<file path="src/rtl/gpio_irq_pkg.sv">
// Package: shared sizes and register kinds of the GPIO interrupt controller.
// Assumes: the input count is a multiple of the word width, with at least two words.
package gpio_irq_pkg;

    localparam int KIND_W = 3;

    typedef enum logic [KIND_W-1:0] {
        K_ENABLE  = 3'd0,
        K_TYPE    = 3'd1,
        K_POL     = 3'd2,
        K_BOTH    = 3'd3,
        K_CLEAR   = 3'd4,
        K_STATUS  = 3'd5,
        K_MASKED  = 3'd6,
        K_GLOBAL  = 3'd7
    } reg_kind_e;

endpackage

</file>
<file path="src/rtl/gpio_irq_sync.sv">
// Module: multi-stage synchronizer for a vector of asynchronous pad inputs.
// Assumes: each bit is independent; the reset value of every stage is 0.
module gpio_irq_sync #(
    parameter int WIDTH  = 64,
    parameter int STAGES = 2
) (
    input  logic             clk,
    input  logic             rst_n,
    input  logic [WIDTH-1:0] async_in,
    output logic [WIDTH-1:0] sync_out
);

    logic [WIDTH-1:0] stage_q [STAGES];

    // First flop captures the raw pad value.
    always_ff @(posedge clk) begin
        if (!rst_n) stage_q[0] <= '0;
        else        stage_q[0] <= async_in;
    end

    generate
        for (genvar s = 1; s < STAGES; s++) begin : g_stage
            // Each further flop resamples the stage before it.
            always_ff @(posedge clk) begin
                if (!rst_n) stage_q[s] <= '0;
                else        stage_q[s] <= stage_q[s-1];
            end

            // each stage holds what the previous stage had one cycle earlier.
            a_r10_stage_shift: assert property (@(posedge clk) disable iff (!rst_n)
                stage_q[s] == $past(stage_q[s-1]));
        end
    endgenerate

    assign sync_out = stage_q[STAGES-1];

endmodule

</file>
<file path="src/rtl/gpio_irq_bank.sv">
// Module: configuration and status for one word of inputs.
// Holds enable, type, polarity and both-edge bits, detects edges against the
// previous synchronized sample, latches edge status with write-one-to-clear,
// and forms the level and masked status.
// Assumes: sync_in is already synchronized; the write strobes are one-hot.
module gpio_irq_bank #(
    parameter int W = 32
) (
    input  logic         clk,
    input  logic         rst_n,
    input  logic         glb_en,
    input  logic [W-1:0] sync_in,
    input  logic         wr_en_ie,
    input  logic         wr_type,
    input  logic         wr_pol,
    input  logic         wr_both,
    input  logic         wr_clr,
    input  logic [W-1:0] wdata,
    output logic [W-1:0] ie_o,
    output logic [W-1:0] type_o,
    output logic [W-1:0] pol_o,
    output logic [W-1:0] both_o,
    output logic [W-1:0] status_o,
    output logic [W-1:0] masked_o
);

    logic [W-1:0] ie_q, type_q, pol_q, both_q;
    logic [W-1:0] prev_q, edge_q;
    logic [W-1:0] rise, fall, evt, clr_mask, level;

    // Configuration words, each written by its own strobe.
    always_ff @(posedge clk) begin
        if (!rst_n) begin
            ie_q   <= '0;
            type_q <= '0;
            pol_q  <= '0;
            both_q <= '0;
        end else begin
            if (wr_en_ie) ie_q   <= wdata;
            if (wr_type)  type_q <= wdata;
            if (wr_pol)   pol_q  <= wdata;
            if (wr_both)  both_q <= wdata;
        end
    end

    // Previous synchronized sample, the reference for edge detection.
    always_ff @(posedge clk) begin
        if (!rst_n) prev_q <= '0;
        else        prev_q <= sync_in;
    end

    // Edge events qualified by mode, polarity, both-edge and global enable.
    always_comb begin
        rise     = sync_in & ~prev_q;
        fall     = ~sync_in & prev_q;
        evt      = {W{glb_en}} & type_q &
                   ((both_q & (rise | fall)) |
                    (~both_q & pol_q & rise) |
                    (~both_q & ~pol_q & fall));
        clr_mask = wr_clr ? wdata : '0;
        level    = ~(sync_in ^ pol_q);
    end

    // Latched edge status: clear by writing 1, a new edge wins over a clear.
    always_ff @(posedge clk) begin
        if (!rst_n) edge_q <= '0;
        else        edge_q <= (edge_q & ~clr_mask) | evt;
    end

    // Read-side status: latched for edge inputs, live for level inputs.
    always_comb begin
        status_o = (type_q & edge_q) | (~type_q & level);
        masked_o = status_o & ie_q;
    end

    assign ie_o   = ie_q;
    assign type_o = type_q;
    assign pol_o  = pol_q;
    assign both_o = both_q;

    // bits written 1 to clear with no fresh edge end up 0.
    a_r6_clear_ones: assert property (@(posedge clk) disable iff (!rst_n)
        wr_clr |=> ((edge_q & $past(wdata & ~evt)) == '0));

    // bits written 0 to clear keep a set value.
    a_r6_clear_zeros_keep: assert property (@(posedge clk) disable iff (!rst_n)
        wr_clr |=> ((edge_q & $past(edge_q & ~wdata)) == $past(edge_q & ~wdata)));

    // a detected edge always leaves its bit set, even against a clear.
    a_r7_edge_wins: assert property (@(posedge clk) disable iff (!rst_n)
        1'b1 |=> ((edge_q & $past(evt)) == $past(evt)));

    // a status bit never rises without a detected edge.
    a_r3_no_spurious_set: assert property (@(posedge clk) disable iff (!rst_n)
        1'b1 |=> ((edge_q & ~$past(edge_q) & ~$past(evt)) == '0));

    // with the global enable off, no status bit rises.
    a_r9_disabled_no_latch: assert property (@(posedge clk) disable iff (!rst_n)
        !glb_en |=> ((edge_q & ~$past(edge_q)) == '0));

endmodule

</file>
<file path="src/rtl/gpio_irq_ctrl.sv">
// Module: top of the GPIO interrupt controller.
// Decodes the word address into a register kind and a bank, instantiates one
// bank per word, holds the global enable, muxes read data and combines the
// masked status into one interrupt line.
// Assumes: NUM_INPUTS / WORD_W is a power of two and at least 2.
module gpio_irq_ctrl
    import gpio_irq_pkg::*;
#(
    parameter int NUM_INPUTS  = 64,
    parameter int WORD_W      = 32,
    parameter int SYNC_STAGES = 2,
    localparam int NUM_WORDS  = NUM_INPUTS / WORD_W,
    localparam int BANK_BITS  = $clog2(NUM_WORDS),
    localparam int ADDR_W     = KIND_W + BANK_BITS
) (
    input  logic                  clk,
    input  logic                  rst_n,
    input  logic                  bus_wr,
    input  logic [ADDR_W-1:0]     bus_addr,
    input  logic [WORD_W-1:0]     bus_wdata,
    output logic [WORD_W-1:0]     bus_rdata,
    input  logic [NUM_INPUTS-1:0] pad_in,
    output logic                  irq
);

    logic [KIND_W-1:0]    kind;
    logic [BANK_BITS-1:0] bank;
    logic [NUM_INPUTS-1:0] pad_sync;
    logic                 glb_q;
    logic                 any_pending;

    logic [WORD_W-1:0] ie_w     [NUM_WORDS];
    logic [WORD_W-1:0] type_w   [NUM_WORDS];
    logic [WORD_W-1:0] pol_w    [NUM_WORDS];
    logic [WORD_W-1:0] both_w   [NUM_WORDS];
    logic [WORD_W-1:0] status_w [NUM_WORDS];
    logic [WORD_W-1:0] masked_w [NUM_WORDS];

    assign kind = bus_addr[ADDR_W-1:BANK_BITS];
    assign bank = bus_addr[BANK_BITS-1:0];

    gpio_irq_sync #(
        .WIDTH  (NUM_INPUTS),
        .STAGES (SYNC_STAGES)
    ) i_sync (
        .clk      (clk),
        .rst_n    (rst_n),
        .async_in (pad_in),
        .sync_out (pad_sync)
    );

    // Global enable bit, bit 0 of the bank-0 global word.
    always_ff @(posedge clk) begin
        if (!rst_n) glb_q <= 1'b0;
        else if (bus_wr && kind == K_GLOBAL && bank == '0) glb_q <= bus_wdata[0];
    end

    generate
        for (genvar w = 0; w < NUM_WORDS; w++) begin : g_bank
            logic sel;
            assign sel = bus_wr && (bank == BANK_BITS'(w));

            gpio_irq_bank #(
                .W (WORD_W)
            ) i_bank (
                .clk      (clk),
                .rst_n    (rst_n),
                .glb_en   (glb_q),
                .sync_in  (pad_sync[w*WORD_W +: WORD_W]),
                .wr_en_ie (sel && kind == K_ENABLE),
                .wr_type  (sel && kind == K_TYPE),
                .wr_pol   (sel && kind == K_POL),
                .wr_both  (sel && kind == K_BOTH),
                .wr_clr   (sel && kind == K_CLEAR),
                .wdata    (bus_wdata),
                .ie_o     (ie_w[w]),
                .type_o   (type_w[w]),
                .pol_o    (pol_w[w]),
                .both_o   (both_w[w]),
                .status_o (status_w[w]),
                .masked_o (masked_w[w])
            );
        end
    endgenerate

    // Read data mux over register kind and bank.
    always_comb begin
        case (reg_kind_e'(kind))
            K_ENABLE: bus_rdata = ie_w[bank];
            K_TYPE:   bus_rdata = type_w[bank];
            K_POL:    bus_rdata = pol_w[bank];
            K_BOTH:   bus_rdata = both_w[bank];
            K_STATUS: bus_rdata = status_w[bank];
            K_MASKED: bus_rdata = masked_w[bank];
            K_GLOBAL: bus_rdata = (bank == '0) ? {{(WORD_W-1){1'b0}}, glb_q} : '0;
            default:  bus_rdata = '0;
        endcase
    end

    // OR of every masked status bit across all banks.
    always_comb begin
        any_pending = 1'b0;
        for (int w = 0; w < NUM_WORDS; w++) any_pending = any_pending | (|masked_w[w]);
    end

    assign irq = glb_q & any_pending;

    // the global enable comes out of reset cleared.
    a_r1_global_reset: assert property (@(posedge clk)
        !rst_n |=> !glb_q);

    // the interrupt line stays low one cycle after the global enable was written 0.
    a_r8_irq_gated: assert property (@(posedge clk) disable iff (!rst_n)
        (bus_wr && kind == K_GLOBAL && bank == '0 && !bus_wdata[0]) |=> !irq);

endmodule

</file>
<file path="config.mk">
export PLATFORM = sky130hd
export DESIGN_NAME = gpio_irq_ctrl
export DESIGN_NICKNAME = d
export VERILOG_FILES = /design/src/rtl/gpio_irq_pkg.sv /design/src/rtl/gpio_irq_sync.sv /design/src/rtl/gpio_irq_bank.sv /design/src/rtl/gpio_irq_ctrl.sv
export SDC_FILE = /design/constraint.sdc
export NUM_CORES = 1
export LEC_CHECK = 0
export ABC_AREA = 1
export BUFFER_PORTS_ARGS = -buffer_cell sky130_fd_sc_hd__buf_2
export CAP_MARGIN = 15
export CORE_MARGIN = 1.5
export CORE_UTILIZATION = 45
export DETAILED_ROUTE_END_ITERATION = 8
export PLACE_DENSITY = 0.64
export REMOVE_ABC_BUFFERS = 1
export SLEW_MARGIN = 20
export SYNTH_ARGS = -nofsm -noshare
export SYNTH_HDL_FRONTEND = slang
export SYNTH_SLANG_ARGS = --single-unit
</file>
<file path="constraint.sdc">
create_clock -name clk -period 2.6 [get_ports clk]
set_input_delay 0.65 -clock clk [delete_from_list [all_inputs] [get_ports clk]]
set_output_delay 0.65 -clock clk [all_outputs]
set_load 0.005 [all_outputs]
</file>
==> metrics.md <==
| Metric | Value |
|---|---|
| Area of the multi-input gates | `13040 um^2` |
| Vias in the first global route | `roughly 22000` |
| Layout Skew | `9.066 ps` |
| Status | `finished, violations left` |
| Fmax | `0.3554 GHz` |
| Via/cell ratio | `5.281` |
| Max VDD drop | `0.0005520 V` |
| Critical path arrival | `about 2200 ps` |
| Die Ht | `between 200 and 250 um` |
| Post-synth top area share | `41.22%` |
| Clock share of power | `a little over two fifths` |
| Total power | `between 15000 and 20000 uW` |
| Clock transition at path regs | `60 ps` |
| Critical Path Slowest Stage Cell | `dfxtp_2` |
| First-pass GRT wire length | `118000 um` |
| Number of enable flip-flop cells after synthesis | `0` |
| Leak | `approximately 0.014 uW` |
| Mapped cell area | `24920 um^2` |
| Worst Slack Setup Final | `-213.4 ps` |
| Final Routed Wirelength | `77420 um` |
| Initial Util | `45.41%` |
| Setup TNS | `-274.8 ps` |
| Post-Synth XOR/XNOR Area | `less than 1%` |
| Total CTS buffers | `56` |
| Sw Pwr | `approximately 4500 uW` |
| Worst r2r dst | `g_bank[1].i_bank.edge_q[22]` |
| Worst setup path start | `g_bank[1].i_bank.type_o[13]` |
| Actual slew at the worst max-slew pin | `about 1100 ps` |
| Final ANT Viol Nets | `0` |
| Die Width | `238.3 um` |
| Top post-synthesis cells by area | `dfxtp_1, nand2_1, a21oi_1, inv_1, o21ai_0` |
| Initial antenna violation count | `0` |
| Most common cell after layout, fill and taps aside | `nand2_1` |
| Vias | `23830` |
| Required @ worst endpoint | `1950 ps` |
| Root Driver | `clkbuf_16` |
| Layout cells sized above 1 | `22.93%` |
| Clock tree from TritonCTS | `yes` |
| Post-synth top area cell | `dfxtp_1` |
| Largest buffer count on any clock path | `3` |
| Post-DP HPWL | `47550 um` |
| Worst path cell trace | `inv_1, or2_2, nand3_1, nand2_2, nor2_1, nand2_1, nor2_2, nand2_2, nor2_4, nor2_4, buf_2` |
| Drt first-iter violations | `1879` |
| Switching Share | `25.25%` |
| Combinational family with the most area after synthesis | `simple AND/OR/NAND/NOR gates` |
| Total internal power | `13320 uW` |
| Final worst-path cycle share | `108.2%` |
| Pre-CTS WS | `-70.22 ps` |
| Multiplexer share of the synthesized area | `0.2009%` |
| Worst-Skew Late Latency | `about 620 ps` |
| Htree depth | `2` |
| GRT Residual Overflow | `0` |
| Final Max Tran Viols | `0` |
| Comb pwr share | `between 10% and 20%` |
| CTS Sinks | `513` |
| Max Cap Viol | `0` |
| Synth Area in Adders | `under 10%` |
| Nets | `3999` |
| DRT Pass-1 Iters | `5` |
| Slowest cell delay on critical path | `320 ps` |
| Reg2Reg Depth | `3` |
| Ant. Diodes | `0` |
| Largest net degree at the start of global routing | `144` |
| Storage cell area | `10480 um^2` |
| Critical Path Start Type | `flop` |
| Port-buffer cells | `approximately 140` |
| Fill cell count | `~5200` |
| Setup Crit Path Kind | `reg -> out` |
| Hold-fix buffers, CTS | `0` |
| Yosys reg bits | `513` |
| Slew headroom | `24.29%` |
| Util after Layout | `56.81%` |
| CORE AREA | `between 50000 and 60000 um^2` |
| Area delta synth->final | `25.11%` |
| Reg2Reg Setup Slack | `880 ps` |
| Hold crit path type | `in -> reg` |
| Synth Area in Simple Gates | `22.80%` |
| Last element of the critical path | `irq` |
| Gate count of the mapped netlist | `3570` |
| Hold violation count in the final report | `0` |
| Routed len/inst | `17.16 um` |
| CP endpoint kind | `output pin` |
| RSZ-0062 raised after global routing | `true` |
| Post-synth ARST share | `0%` |
| Failing checks | `setup timing` |
| Register share of total power | `46.1%` |
| Yosys cell types | `32` |
| Global-route usage over all layers | `about a quarter` |
| Die ar. | `roughly 57000 um^2` |
| Synth Area in Compound Gates | `a little under a fifth` |
| Commonest non-fill, non-tap cells in the layout | `nand2_1, inv_1, a21oi_1` |
| DRC | `0` |
| Mean Syn Cell Area | `6.980 um^2` |
| Post-synthesis sequential area ratio | `between 40 and 50%` |
| Final count of negative-setup-slack endpoints | `2` |
| Origin of the critical flop-to-flop path | `glb_q` |
| Min cycle time layout | `2813 ps` |
| Synth Warn # | `0` |
| Ports | `about 140` |
| FP Rows | `86` |
| Final GP Congestion | `0.8866` |
| Cell Pwr Density | `571.5 nW/um^2` |
| Most used flip-flop cell after synthesis | `dfxtp_1` |
| CP Max Fanout | `2` |
-- how the worst min path moves through the flow --
| stage | end | slack, ps | startpoint | cells after the start |
|---|---|---|---|---|
| after floorplan | i_sync.stage_q[1][0] | 390 | i_sync.stage_q[0][0] | 2 |
| after global placement | i_sync.stage_q[1][29] | 390 | i_sync.stage_q[0][29] | 2 |
| after detailed placement | i_sync.stage_q[1][32] | 400 | i_sync.stage_q[0][32] | 2 |
| after CTS | i_sync.stage_q[0][2] | 180 | pad_in[2] | 3 |
| after global routing | i_sync.stage_q[0][33] | 200 | pad_in[33] | 3 |
| final | i_sync.stage_q[0][2] | 210 | pad_in[2] | 3 |
-- routing by layer --
| metal | part of all wire, % | vias up | GRT usage, % |
|---|---|---|---|
| met1 | 43 | 10950 | 34.03 |
| met3 | 6.2 | 186 | 3.760 |
| met5 | 0 | - | 0 |
| met4 | 4.3 | 0 | 11.49 |
| met2 | 46 | 768 | 43.70 |
| li1 | - | 11920 | - |
-- metrics by stage --
step                      cells  cell area [um^2]  hold WS, ps
after floorplan            3396             24220        390.0
after global placement     4335             27090        392.0
after detailed placement   4335             27090        397.5
after CTS                  4495             30420        182.0
after global routing       4512             31170        199.7
final                      4512             31170        213.2
-- power groups by stage --
stage | sequential [uW] | clock (uW) | combinational [uW]
detailed placement | 8380 | 0 | 1490
CTS | 8220 | 7940 | 1650
global route | 8240 | 8290 | 1940
global placement | 8380 | 0 | 1480
floorplan | 8340 | 0 | 733
finish | 8220 | 7820 | 1780
-- cells in the mapped netlist, drive strengths merged (4+ instances only) --
cell      n
o22ai    29
o311ai    5
o21ai   366
or2      64
clkinv   34
nor3     23
nor2     45
a22o      5
nand3   171
inv     499
dfxtp   513
mux2i     5
ha      128
clkbuf  140
a21oi   426
xor2      4
a211o     7
buf      34
a32o     25
nand4    72
nand2   970
-- worst max-delay path, delay by kind of cell, from the launching register on --
kind	cells	cell delay, ps
flip-flops	1	320
AND/OR/NAND/NOR	9	1070
buffers and inverters	2	170
-- kinds of logic after synthesis --
family,Yosys count
muxes,5
buffers and inverters,707
xor gates and xnor gates,4
and+or+nand+nor,1345
adders and majority gates,128
DFF,513
AOI/OAI and AO/OA,868
-- timing repair --
action / CTS / global route
resized for setup: 322 / 215
gates cloned: 5 / 7
pin swaps: 89 / 67
setup endpoints to repair: 23 / 33
setup buffers: 60 / 12
-- final cells by class --
class	instances	area share, %
Clock buffer	86	5.470
Tap cell	704	2.825
Multi-Input combinational cell	2350	41.84
Timing Repair Buffer	314	9.359
Sequential cell	513	33.63
Clock inverter	12	0.2850
Inverter	533	6.590
-- registers in the layout, indices dropped and copies added (netlist names) --
signal                count
g_bank.i_bank.both_o     64
g_bank.i_bank.edge_q     64
g_bank.i_bank.ie_o       64
g_bank.i_bank.pol_o      64
g_bank.i_bank.prev_q     64
g_bank.i_bank.type_o     64
glb_q                     1
i_sync.stage_q          128
Power figures use the tool's default switching activity.
